File: config.mk
export PLATFORM = sky130hd
export DESIGN_NAME = eeprom_guard
export DESIGN_NICKNAME = d
export VERILOG_FILES = /design/src/rtl/eeg_pkg.sv /design/src/rtl/eeg_strobe.sv /design/src/rtl/eeg_lockout.sv /design/src/rtl/eeg_cycle.sv /design/src/rtl/eeg_sdp.sv /design/src/rtl/eeprom_guard.sv
export SDC_FILE = /design/constraint.sdc
export NUM_CORES = 1
export LEC_CHECK = 0
export BUFFER_PORTS_ARGS = -buffer_cell sky130_fd_sc_hd__buf_2
export CORE_ASPECT_RATIO = 0.8
export CORE_MARGIN = 1
export CORE_UTILIZATION = 48
export CTS_CLUSTER_DIAMETER = 100
export DETAILED_ROUTE_END_ITERATION = 8
export PLACE_DENSITY_LB_ADDON = 0.05
export SETUP_SLACK_MARGIN = 0.15
export SKIP_CTS_REPAIR_TIMING = 1
export SLEW_MARGIN = 20
export SYNTH_ARGS = -nofsm -noshare
export SYNTH_HDL_FRONTEND = slang
export SYNTH_HIERARCHICAL = 1
export SYNTH_SLANG_ARGS = --single-unit
File: constraint.sdc
create_clock -name clk -period 8.9 [get_ports clk]
set_clock_uncertainty 0.1 [all_clocks]
set_input_delay 0.89 -clock clk [delete_from_list [all_inputs] [get_ports clk]]
set_output_delay 0.89 -clock clk [all_outputs]
set_load 0.01 [all_outputs]
File: src/rtl/eeg_pkg.sv
package eeg_pkg;

  typedef enum logic [1:0] {
    CYC_IDLE,
    CYC_LOAD,
    CYC_PROG
  } cyc_state_e;

  localparam int unsigned SEQ_LEN = 6;
  localparam logic [14:0] CMD_ADDR_A = 15'h5555;
  localparam logic [14:0] CMD_ADDR_B = 15'h2AAA;
  localparam logic [7:0]  ENA_DATA   = 8'hA0;

  // Address of each step of the long (disable) sequence; the enable
  // sequence shares steps 0 and 1.
  function automatic logic [14:0] seq_addr(input int unsigned idx);
    return (idx == 1 || idx == 4) ? CMD_ADDR_B : CMD_ADDR_A;
  endfunction

  function automatic logic [7:0] seq_data(input int unsigned idx);
    case (idx)
      0, 3:    return 8'hAA;
      1, 4:    return 8'h55;
      2:       return 8'h80;
      5:       return 8'h20;
      default: return 8'h00;
    endcase
  endfunction

  // Byte returned while a cycle runs: stored bits with bit 6 replaced.
  function automatic logic [7:0] status_byte(input logic [7:0] stored, input logic tog);
    return {stored[7], tog, stored[5:0]};
  endfunction

endpackage

File: src/rtl/eeg_strobe.sv
module eeg_strobe #(
  parameter int unsigned ADDR_W    = 15,
  parameter int unsigned MIN_PULSE = 2
) (
  input  logic              clk,
  input  logic              rst_n,
  input  logic              ce_n,
  input  logic              oe_n,
  input  logic              we_n,
  input  logic [ADDR_W-1:0] addr,
  input  logic [7:0]        din,
  output logic              wr_end,
  output logic [ADDR_W-1:0] wr_addr,
  output logic [7:0]        wr_data,
  output logic              rd_start
);
  localparam int unsigned CW = $clog2(MIN_PULSE + 1);

  logic          wr_lvl, rd_lvl, wr_q, rd_q;
  logic [CW-1:0] pw_cnt;

  assign wr_lvl = !ce_n && !we_n && oe_n;
  assign rd_lvl = !ce_n && !oe_n && we_n;

  always_ff @(posedge clk or negedge rst_n) begin
    if (!rst_n) begin
      wr_q    <= 1'b0;
      rd_q    <= 1'b0;
      pw_cnt  <= '0;
      wr_addr <= '0;
      wr_data <= '0;
    end else begin
      wr_q <= wr_lvl;
      rd_q <= rd_lvl;
      if (wr_lvl) begin
        if (pw_cnt != CW'(MIN_PULSE)) pw_cnt <= pw_cnt + 1'b1;
        wr_addr <= addr;
        wr_data <= din;
      end else begin
        pw_cnt <= '0;
      end
    end
  end

  // Event in the cycle after the strobe ends; pw_cnt still holds its width.
  assign wr_end   = wr_q && !wr_lvl && (pw_cnt == CW'(MIN_PULSE));
  assign rd_start = rd_lvl && !rd_q;

endmodule

File: src/rtl/eeg_lockout.sv
module eeg_lockout #(
  parameter int unsigned LOCK_CYC = 250000
) (
  input  logic clk,
  input  logic rst_n,
  input  logic pwr_good,
  output logic lock_done
);
  localparam int unsigned LW = $clog2(LOCK_CYC + 1);

  logic [LW-1:0] cnt;

  always_ff @(posedge clk or negedge rst_n) begin
    if (!rst_n)                    cnt <= '0;
    else if (!pwr_good)            cnt <= '0;
    else if (cnt != LW'(LOCK_CYC)) cnt <= cnt + 1'b1;
  end

  assign lock_done = (cnt == LW'(LOCK_CYC));

endmodule

File: src/rtl/eeg_cycle.sv
module eeg_cycle
  import eeg_pkg::*;
#(
  parameter int unsigned LOAD_WIN = 7500,
  parameter int unsigned TWC_CYC  = 500000
) (
  input  logic       clk,
  input  logic       rst_n,
  input  logic       start,
  output cyc_state_e state,
  output logic       busy,
  output logic       prog,
  output logic       done
);
  localparam int unsigned MAXC = (LOAD_WIN > TWC_CYC) ? LOAD_WIN : TWC_CYC;
  localparam int unsigned CW   = $clog2(MAXC + 1);

  logic [CW-1:0] cnt;

  always_ff @(posedge clk or negedge rst_n) begin
    if (!rst_n) begin
      state <= CYC_IDLE;
      cnt   <= '0;
    end else begin
      case (state)
        CYC_IDLE: if (start) begin
          state <= CYC_LOAD;
          cnt   <= '0;
        end
        CYC_LOAD: begin
          if (start) begin
            cnt <= '0;
          end else if (cnt == CW'(LOAD_WIN - 1)) begin
            state <= CYC_PROG;
            cnt   <= '0;
          end else begin
            cnt <= cnt + 1'b1;
          end
        end
        CYC_PROG: begin
          if (cnt == CW'(TWC_CYC - 1)) begin
            state <= CYC_IDLE;
            cnt   <= '0;
          end else begin
            cnt <= cnt + 1'b1;
          end
        end
        default: state <= CYC_IDLE;
      endcase
    end
  end

  assign busy = (state != CYC_IDLE);
  assign prog = (state == CYC_PROG);
  assign done = prog && (cnt == CW'(TWC_CYC - 1));

endmodule

File: src/rtl/eeg_sdp.sv
module eeg_sdp
  import eeg_pkg::*;
#(
  parameter int unsigned ADDR_W = 15
) (
  input  logic              clk,
  input  logic              rst_n,
  input  logic              retain_rst_n,
  input  logic              evt,
  input  logic [ADDR_W-1:0] addr,
  input  logic [7:0]        data,
  input  logic              cyc_done,
  output logic              store_en,
  output logic              cyc_start,
  output logic              prot_q,
  output logic              unlk_q
);
  logic [2:0]         idx_q, idx_d;
  logic               arm_q, set_arm, set_unlk, clr_prot, took, ena_hit;
  logic [SEQ_LEN-1:0] hit;

  for (genvar i = 0; i < SEQ_LEN; i++) begin : g_hit
    assign hit[i] = (addr == ADDR_W'(seq_addr(i))) && (data == seq_data(i));
  end

  assign ena_hit = (addr == ADDR_W'(CMD_ADDR_A)) && (data == ENA_DATA);

  always_comb begin
    idx_d     = idx_q;
    store_en  = 1'b0;
    cyc_start = 1'b0;
    set_arm   = 1'b0;
    set_unlk  = 1'b0;
    clr_prot  = 1'b0;
    took      = 1'b0;
    if (evt) begin
      case (idx_q)
        3'd1: if (hit[1]) begin idx_d = 3'd2; took = 1'b1; end
        3'd2: begin
          if (ena_hit) begin
            idx_d     = 3'd0;
            took      = 1'b1;
            cyc_start = 1'b1;
            set_unlk  = 1'b1;
            set_arm   = 1'b1;
          end else if (hit[2]) begin
            idx_d = 3'd3;
            took  = 1'b1;
          end
        end
        3'd3: if (hit[3]) begin idx_d = 3'd4; took = 1'b1; end
        3'd4: if (hit[4]) begin idx_d = 3'd5; took = 1'b1; end
        3'd5: if (hit[5]) begin
          idx_d     = 3'd0;
          took      = 1'b1;
          cyc_start = 1'b1;
          set_unlk  = 1'b1;
          clr_prot  = 1'b1;
        end
        default: ;
      endcase
      // A write that did not advance the recognizer starts afresh.
      if (!took) begin
        if (hit[0]) begin
          idx_d = 3'd1;
        end else begin
          idx_d     = 3'd0;
          cyc_start = 1'b1;
          store_en  = !prot_q || unlk_q;
        end
      end
    end
  end

  always_ff @(posedge clk or negedge rst_n) begin
    if (!rst_n) begin
      idx_q  <= '0;
      arm_q  <= 1'b0;
      unlk_q <= 1'b0;
    end else begin
      idx_q <= idx_d;
      if (clr_prot)      arm_q <= 1'b0;
      else if (set_arm)  arm_q <= 1'b1;
      else if (cyc_done) arm_q <= 1'b0;
      if (set_unlk)      unlk_q <= 1'b1;
      else if (cyc_done) unlk_q <= 1'b0;
    end
  end

  always_ff @(posedge clk or negedge retain_rst_n) begin
    if (!retain_rst_n)           prot_q <= 1'b0;
    else if (clr_prot)           prot_q <= 1'b0;
    else if (cyc_done && arm_q)  prot_q <= 1'b1;
  end

endmodule

File: src/rtl/eeprom_guard.sv
module eeprom_guard
  import eeg_pkg::*;
#(
  parameter int unsigned ADDR_W    = 15,
  parameter int unsigned MEM_AW    = 6,
  parameter int unsigned MIN_PULSE = 2,
  parameter int unsigned LOCK_CYC  = 250000,
  parameter int unsigned LOAD_WIN  = 7500,
  parameter int unsigned TWC_CYC   = 500000
) (
  input  logic              clk,
  input  logic              rst_n,
  input  logic              retain_rst_n,
  input  logic              pwr_good,
  input  logic              ce_n,
  input  logic              oe_n,
  input  logic              we_n,
  input  logic [ADDR_W-1:0] addr,
  input  logic [7:0]        din,
  output logic [7:0]        dout
);
  localparam int unsigned MEM_DEPTH = 1 << MEM_AW;

  logic              wr_end, rd_start, lock_done, evt_ok;
  logic              store_en, cyc_start, cyc_done, busy, prog;
  logic              prot_q, unlk_q, tog_q;
  logic [ADDR_W-1:0] wr_addr;
  logic [7:0]        wr_data, rd_word, dout_q;
  cyc_state_e        cyc_state;
  logic [7:0]        mem [MEM_DEPTH];

  eeg_strobe #(.ADDR_W(ADDR_W), .MIN_PULSE(MIN_PULSE)) u_strobe (
    .clk(clk), .rst_n(rst_n), .ce_n(ce_n), .oe_n(oe_n), .we_n(we_n),
    .addr(addr), .din(din), .wr_end(wr_end), .wr_addr(wr_addr),
    .wr_data(wr_data), .rd_start(rd_start)
  );

  eeg_lockout #(.LOCK_CYC(LOCK_CYC)) u_lockout (
    .clk(clk), .rst_n(rst_n), .pwr_good(pwr_good), .lock_done(lock_done)
  );

  // Writes count only after lockout and never during programming.
  assign evt_ok = wr_end && lock_done && !prog;

  eeg_sdp #(.ADDR_W(ADDR_W)) u_sdp (
    .clk(clk), .rst_n(rst_n), .retain_rst_n(retain_rst_n), .evt(evt_ok),
    .addr(wr_addr), .data(wr_data), .cyc_done(cyc_done),
    .store_en(store_en), .cyc_start(cyc_start), .prot_q(prot_q), .unlk_q(unlk_q)
  );

  eeg_cycle #(.LOAD_WIN(LOAD_WIN), .TWC_CYC(TWC_CYC)) u_cycle (
    .clk(clk), .rst_n(rst_n), .start(cyc_start), .state(cyc_state),
    .busy(busy), .prog(prog), .done(cyc_done)
  );

  always_ff @(posedge clk) begin
    if (store_en) mem[wr_addr[MEM_AW-1:0]] <= wr_data;
  end

  assign rd_word = mem[addr[MEM_AW-1:0]];

  always_ff @(posedge clk or negedge rst_n) begin
    if (!rst_n) begin
      dout_q <= '0;
      tog_q  <= 1'b0;
    end else if (rd_start) begin
      if (busy) begin
        dout_q <= status_byte(rd_word, tog_q);
        tog_q  <= ~tog_q;
      end else begin
        dout_q <= rd_word;
      end
    end
  end

  assign dout = dout_q;

endmodule

# Word level (Yosys, flattened, before mapping)
# Memories as Yosys holds them, arrays and structs flattened.
# Index checks and enable logic that the tools add are counted.
[totals] regBits=81 latch_bits=0 mem_bits_rw=512 mem_bits_ro=0 input_bits=30 out_inout_bits=8 elab_cells=138 n_memories=1
[op_classes] addsub=3 mul=0 div_mod_pow=0 order_cmp=0 eq_ne=32 shift=0 mux=52 bitwise_logic=1 n_reduce_logical=35
[memory_table] memory="mem" depth=64 word_bits=8 rd=1 rd_ports_with_merged_regs=0 write_ports=1 line="eeprom_guard.sv:30" rtl="logic [7:0] mem [MEM_DEPTH];"
[op_table] cell="$mux W19" count=4
[op_table] cell="$pmux W19 S3" count=1
[op_table] cell="$mux W18" count=2
[op_table] cell="$mux W1" count=27
[op_table] cell="$eq A8 B8 Y1 const B" count=3
[op_table] cell="$mux W3" count=7
[op_table] cell="$add A19 B1 Y19 const B" count=1
[op_table] cell="$eq A19 B13 Y1 const B" count=1
[op_table] cell="$eq A19 B19 Y1 const B" count=1
[op_table] cell="$add A18 B1 Y18 const B" count=1
[op_table] cell="$eq A18 B18 Y1 const B" count=1
[op_table] cell="$ne A18 B18 Y1 const B" count=1
[op_table] cell="$logic_and A1 B1 Y1" count=16
[op_table] cell="$eq A15 B14 Y1 const B" count=1
[op_table] cell="$eq A15 B15 Y1 const B" count=1
[op_table] cell="$pmux W3 S5" count=1
[op_table] cell="$mux W2" count=6
[op_table] cell="$ne A3 B2 Y1 const B" count=4
[op_table] cell="$eq A8 B6 Y1 const B" count=1
[op_table] cell="$eq A8 B7 Y1 const B" count=1
[op_table] cell="$ne A2 B2 Y1 const B" count=4
[op_table] cell="$logic_not A1 Y1" count=7
[op_table] cell="$mux W7" count=1
[op_table] cell="$reduce_and A7 Y1" count=1
[op_table] cell="20 further kinds" count=29

# Depth between registers and ports, before layout
[depth] word_depth=13 depth_mapped=16 depth_no_buf=14

# Modules after synthesis
# Netlist, hierarchy kept.
[modules_own_cells] mod="eeprom_guard" n_inst=1 cells_each=927 area_each_um2=20324.5
[modules_own_cells] mod="eeg_cycle" n_inst=1 cells_each=156 area_each_um2=1392.6
[modules_own_cells] mod="eeg_strobe" n_inst=1 cells_each=65 area_each_um2=1128.6
[modules_own_cells] mod="eeg_lockout" n_inst=1 cells_each=104 area_each_um2=950.9
[modules_own_cells] mod="eeg_sdp" n_inst=1 cells_each=68 area_each_um2=576.8

# Least setup slack after synthesis
# No wires, ideal clock.
[synth_path] path_type="reg-to-reg" from="reg u_strobe.wr_data[0]" to="mem mem[48][0] (enable)" setup_time_ns=0.383 arrival_time_ns=3.432 t_required_ns=8.417 path_slack_ns=4.985 stages_incl_launch_ff=10 path_buffers=1 path_cell_list="dfrtp_1 nor3b_1 and4_1 buf_6 or3_1 a211o_1 a21oi_2 nor2b_1 nand4b_1 nor3_1"
[synth_between] elab_chain_len=10
[synth_lines] element="from (decl)" line="eeg_strobe.sv:14" rtl="output logic [7:0] wr_data,"
[synth_lines] element="from (signal assigned)" line="eeg_strobe.sv:38" rtl="wr_data <= din;"
[synth_lines] element="$eq A8 B8 Y1" line="eeg_sdp.sv:23" rtl="assign hit[i] = (addr == ADDR_W'(seq_addr(i))) && (data == seq_data(i));"
[synth_lines] element="$logic_and A1 B1 Y1" line="eeg_sdp.sv:23"
[synth_lines] element="$mux W1" line="eeg_sdp.sv:46" rtl="end else if (hit[2]) begin"
[synth_lines] element="$mux W1" line="eeg_sdp.sv:40" rtl="if (ena_hit) begin"
[synth_lines] element="$pmux W1 S4" line="eeg_sdp.sv:37" rtl="case (idx_q)"
[synth_lines] element="$mux W1" line="eeg_sdp.sv:36" rtl="if (evt) begin"
[synth_lines] element="$mux W1 *" line="eeg_sdp.sv:63" rtl="if (!took) begin"
[synth_lines] element="$mux W1 *" line="eeg_sdp.sv:36"
[synth_lines] element="net store_en" line="eeprom_guard.sv:25" rtl="logic store_en, cyc_start, cyc_done, busy, prog;"
[synth_lines] element="$mux W1 *" line="eeprom_guard.sv:57" rtl="if (store_en) mem[wr_addr[MEM_AW-1:0]] <= wr_data;"
[synth_lines] element="$mux W1 (not written as such) *" line="eeprom_guard.sv:57"
[synth_lines] element="to (decl)" line="eeprom_guard.sv:30"
# The timed path passes the listed nets; every way through them passes the cells marked *. The select of a mux whose other input is x is not followed.

# Worst setup path after layout
[layout_path] from="reg u_lockout.cnt[10]" to="mem mem[16][2] (enable)"
[layout_between] elab_chain_len=6
[layout_lines] element="from (decl)" line="eeg_lockout.sv:11" rtl="logic [LW-1:0] cnt;"
[layout_lines] element="from (signal assigned)" line="eeg_lockout.sv:16" rtl="else if (cnt != LW'(LOCK_CYC)) cnt <= cnt + 1'b1;"
[layout_lines] element="$eq A18 B18 Y1" line="eeg_lockout.sv:19" rtl="assign lock_done = (cnt == LW'(LOCK_CYC));"
[layout_lines] element="net lock_done" line="eeprom_guard.sv:24" rtl="logic wr_end, rd_start, lock_done, evt_ok;"
[layout_lines] element="$logic_and A1 B1 Y1 (2 in a row)" line="eeprom_guard.sv:43" rtl="assign evt_ok = wr_end && lock_done && !prog;"
[layout_lines] element="net evt_ok" line="eeprom_guard.sv:24"
[layout_lines] element="$mux W1" line="eeg_sdp.sv:36"
[layout_lines] element="net store_en" line="eeprom_guard.sv:25"
[layout_lines] element="$mux W1" line="eeprom_guard.sv:57"
[layout_lines] element="$mux W1 (not written as such)" line="eeprom_guard.sv:57"
# The timed path passes the listed nets, and every way through them passes these cells.

==> results by stage <==
Drt:
- The total wire length after detailed routing is 55,700 um.
- The number of antenna-violating nets in the routed design is 0.
- The post-detailed-route via-to-cell ratio is 5.93.
- The pre-antenna-repair detailed-routing pass consisted of 5 iterations.
- For this block, the initial DRC count from the detailed router was roughly 1,100.
- Dividing the detail-routed wire length by the instance count gives 26.6 um.
- The via count of the routed design is between 10,000 and 15,000.
- For this run, design rule violations remaining after detail routing come to 0.

Synthesis:
- Counting every instance in the synthesized netlist gives 1,320.
- The number of synthesized flops with an enable pin is between 500 and 600.
- Ranked by total cell area, the synthesized netlist is headed by sky130_fd_sc_hd__edfxtp_1 63%, sky130_fd_sc_hd__mux4_2 11%, sky130_fd_sc_hd__dfrtp_1 8.3%.
- The average instance in the mapped netlist occupies approximately 18 um2.
- Among all flip-flop cells after synthesis, the most frequent one is sky130_fd_sc_hd__edfxtp_1.
- The number of register bits inferred by synthesis is a little under 600.
- The distinct cell type count of the synthesized netlist is 75.
- The number of warning messages in the yosys log is 6.
- The post-synth net total is 1,359.
- The largest total area in the synthesized netlist belongs to sky130_fd_sc_hd__edfxtp_1.
- Summing every instance area after synthesis gives 24,400 um2.
- The fraction of synthesized cell area taken by the top area cell type is around 63%.
- Of the synthesized area, sequential elements account for a little under three quarters.
- Of all flip-flops after synthesis, the portion carrying an async set or reset was a little over an eighth.

Final layout:
- The repair_antennas step left the layout with diodes totalling 0.
- The count of cells in the finished layout, fillers not included, comes to around 2,100.
- The share of final-layout standard cells stronger than drive strength 1 is 23.0%.
- The register cell area after layout is around 17,000 um2.
- The total area of multi-input combinational cells is between 6000 and 7000 um2.
- Cells fill about 55% of the core in the end.
- From synthesis to final layout, the design area changed by 11.6%.
- The fill cell total of the finished layout is just under 4,000.
- In the final design database the tool counted roughly 1,400 nets.

Timing:
- The number of pins with negative max-slew slack in the final report came to 0.
- The minimum period implied by the final worst setup slack is about 5 ns.
- Adding up every negative setup slack in the final design gives 0 ns.
- Setup repair after global routing left no endpoint under its margin.
- After layout, the worst setup slack is 3.92 ns.
- The post-route fraction of the period consumed by the critical path is a little under three fifths.
- The maximum frequency from static timing analysis is 201 MHz.
- The final hold slack is 0.0478 ns.
- The number of hold-slack violations in the final timing report came to 0.
- The worst max-slew margin expressed relative to the limit is between 40% and 50%.
- Setup violations remaining at the end of the flow were counted as 0.
- For the pin with the worst max-slew slack, the measured transition is 0.893 ns.

Die:
- The core region is approximately 50,000 um2.
- The number of top-level design ports is 38.
- The floorplan step set the die height to 204 um.
- The die area is 51,700 um2.
- The floorplan step set the die width to between 200 and 300 um.
- The initial standard-cell utilization of the core is ~49%.
- Row generation in the floorplan step produced between 70 and 80 rows.

Power:
- Summed over all cells, the static leakage comes to 8.93 nW.
- The worst-case IR drop observed on VDD is approximately 0.21 mV.
- The power density over the cells is 233 nW/um2.

CTS:
- The H-tree depth reported by CTS is 2.
- The latest clock arrival within the worst-skew pair is 0.61 ns.
- After clock tree synthesis, the clock-pin slew on the worst setup and hold paths is 0.06 ns.
- TritonCTS built the clock tree.
- Counting the buffers created by CTS gives slightly below 60.
- The tree is rooted in a sky130_fd_sc_hd__clkbuf_16.
- The clock sink count is approximately 600.
- The clock passes through at most 3 buffers.

Worst setup path:
- The critical path class is register to register.
- The endpoint of the most critical register-to-register path is mem[16][2].
- STA classifies the critical path endpoint as a register.
- The critical path arrival is between 5 and 6 ns.
- The startpoint kind of the worst setup timing path is a register.
- Data on the critical path is required at its endpoint by 9.04 ns.
- The startpoint identified for the worst register-to-register timing path is u_lockout/cnt[10].
- The number of cells on the worst reg-to-reg path is 10.
- In this run the worst path has a maximum fanout of 10.
- The setup slack of the worst register-to-register path is 3.92 ns.

Placed design:
- Buffers placed on the I/O ports in this run total 37.
- Once detailed placement completed, the half-perimeter wirelength came to 34,100 um.
- The worst-case setup slack after placement is roughly 3.9 ns.
- In this run, placement finished with an instance count of roughly 2,000.
- The global placer's final weighted congestion is 0.810.

Run:
- Max-cap violations in this run came to 0.

GRT:
- The global-route wire length before repair is just over 80,000 um.
- The total routing usage reported by global routing is approximately 22%.
- The pin count of the biggest net entering global routing is 70.
- The number of antenna violations at the first check in global routing came to 1.
- The via count of the first global-routing pass is ~12,000.
- The total congestion overflow is 0.

Run status:
- The run finished with clean final reports.

Worst hold path:
- The path class of the lowest-slack min-delay path is input pin to async pin.
==> sequential cells by signal (all words and copies together), names as in the netlist <==
name	count
u_strobe/wr_q	1
u_lockout/cnt	18
u_strobe/pw_cnt	2
u_strobe/wr_data	8
u_sdp/idx_q	3
dout	8
u_sdp/unlk_q	1
u_sdp/prot_q	1
u_cycle/state	2
u_cycle/cnt	19
mem	512
u_strobe/wr_addr	15
u_strobe/rd_q	1
tog_q	1
u_sdp/arm_q	1
==> layout by cell type (no fill, tap or decap), types with 10 or more instances in the layout <==
cell type / instances
sky130_fd_sc_hd__nand4_1: 10
sky130_fd_sc_hd__bufinv_16: 11
sky130_fd_sc_hd__nor4_1: 11
sky130_fd_sc_hd__clkinv_2: 10
sky130_fd_sc_hd__xnor2_1: 19
sky130_fd_sc_hd__mux2_4: 16
sky130_fd_sc_hd__clkbuf_16: 58
sky130_fd_sc_hd__inv_1: 19
sky130_fd_sc_hd__a21oi_1: 19
sky130_fd_sc_hd__nand3_1: 29
sky130_fd_sc_hd__mux2_2: 21
sky130_fd_sc_hd__nor3_1: 14
sky130_fd_sc_hd__buf_2: 33
sky130_fd_sc_hd__edfxtp_1: 512
sky130_fd_sc_hd__o21ai_0: 14
sky130_fd_sc_hd__nor2b_1: 12
sky130_fd_sc_hd__dfrtp_1: 73
sky130_fd_sc_hd__nand2_1: 39
sky130_fd_sc_hd__clkinv_1: 12
sky130_fd_sc_hd__nor2_1: 103
sky130_fd_sc_hd__mux2i_1: 49
sky130_fd_sc_hd__buf_4: 16
sky130_fd_sc_hd__a22oi_1: 15
sky130_fd_sc_hd__mux4_2: 119
==> synthesized netlist by cell type (14+ instances only) <==
library cell / instances
sky130_fd_sc_hd__a21oi_1: 19
sky130_fd_sc_hd__a22oi_1: 15
sky130_fd_sc_hd__buf_2: 23
sky130_fd_sc_hd__clkbuf_1: 20
sky130_fd_sc_hd__dfrtp_1: 81
sky130_fd_sc_hd__edfxtp_1: 512
sky130_fd_sc_hd__inv_1: 19
sky130_fd_sc_hd__mux2_2: 21
sky130_fd_sc_hd__mux2_4: 16
sky130_fd_sc_hd__mux2i_1: 49
sky130_fd_sc_hd__mux4_2: 119
sky130_fd_sc_hd__nand2_1: 39
sky130_fd_sc_hd__nand3_1: 29
sky130_fd_sc_hd__nor2_1: 104
sky130_fd_sc_hd__nor3_1: 16
sky130_fd_sc_hd__o21ai_0: 14
sky130_fd_sc_hd__xnor2_1: 19
==> stage by stage <==
| step | area (um2) | power (mW) |
|---|---|---|
| 2_1_floorplan | 24400 | 3.59 |
| 3_3_place_gp | 25200 | 3.83 |
| 3_5_place_dp | 25200 | 3.82 |
| 4_1_cts | 27200 | 6.40 |
| 5_1_grt | 27200 | 6.55 |
| 6_report | 27200 | 6.35 |
==> critical path, stage by stage, from the launching register on <==
cell	delay [ns]
sky130_fd_sc_hd__dfrtp_1	0.44
sky130_fd_sc_hd__or4b_2	0.71
sky130_fd_sc_hd__nor4_1	0.30
sky130_fd_sc_hd__nand2_1	0.21
sky130_fd_sc_hd__nor2_1	0.52
sky130_fd_sc_hd__inv_1	0.19
sky130_fd_sc_hd__a211o_1	0.30
sky130_fd_sc_hd__a21oi_2	0.30
sky130_fd_sc_hd__nor2b_1	0.31
sky130_fd_sc_hd__nand2_1	0.43
sky130_fd_sc_hd__nor2_1	0.78
==> cell families (layout without fill, tap and decap cells) <==
kind of cell	after synthesis	after routing	synth area share (%)
flip-flops	593	593	71.4
multiplexers	214	214	15.9
adder cells (fa/ha/maj)	9	9	0.462
XOR/XNOR	22	22	0.791
buffers and inverters	82	181	1.86
AND/OR/NAND/NOR	291	291	6.36
AO/OA/AOI/OAI	109	109	3.26
==> worst max-delay path by stage <==
stage,start,endpoint,slack (ns),depth (start not counted)
after global placement,u_lockout/cnt[10],mem[23][3],3.95,9
after floorplan,u_strobe/wr_data[0],mem[48][0],4.99,9
after global routing,u_lockout/cnt[10],mem[60][1],3.33,10
final,u_lockout/cnt[10],mem[16][2],3.92,10
after detailed placement,oe_n,mem[16][3],3.87,12
after CTS,u_lockout/cnt[10],mem[16][5],3.84,10
==> power by group <==
part | switching [mW] | total (mW) | internal (mW) | leakage [nW]
clock network | 1.05 | 2.59 | 1.54 | 0.976
registers | 0.110 | 3.28 | 3.17 | 5.65
logic | 0.317 | 0.477 | 0.161 | 2.30
total | 1.47 | 6.35 | 4.87 | 8.93
==> routing by layer <==
metal,GRT usage (%),up-vias,part of all wire (%)
met4,5.51,0,1.8
met2,30.2,375,43
met3,5.08,70,7.6
met1,35.9,6523,48
li1,-,5459,-
met5,0,-,0
==> cell type report <==
type / instances / share of cell area [%]
Sequential cell: 593 / 64.0
Clock inverter: 39 / 1.80
Inverter: 21 / 0.290
Tap cell: 675 / 3.10
Multi-Input combinational cell: 645 / 24.0
Clock buffer: 69 / 5.60
Timing Repair Buffer: 52 / 1.17
(Power assumes the default switching activity.)
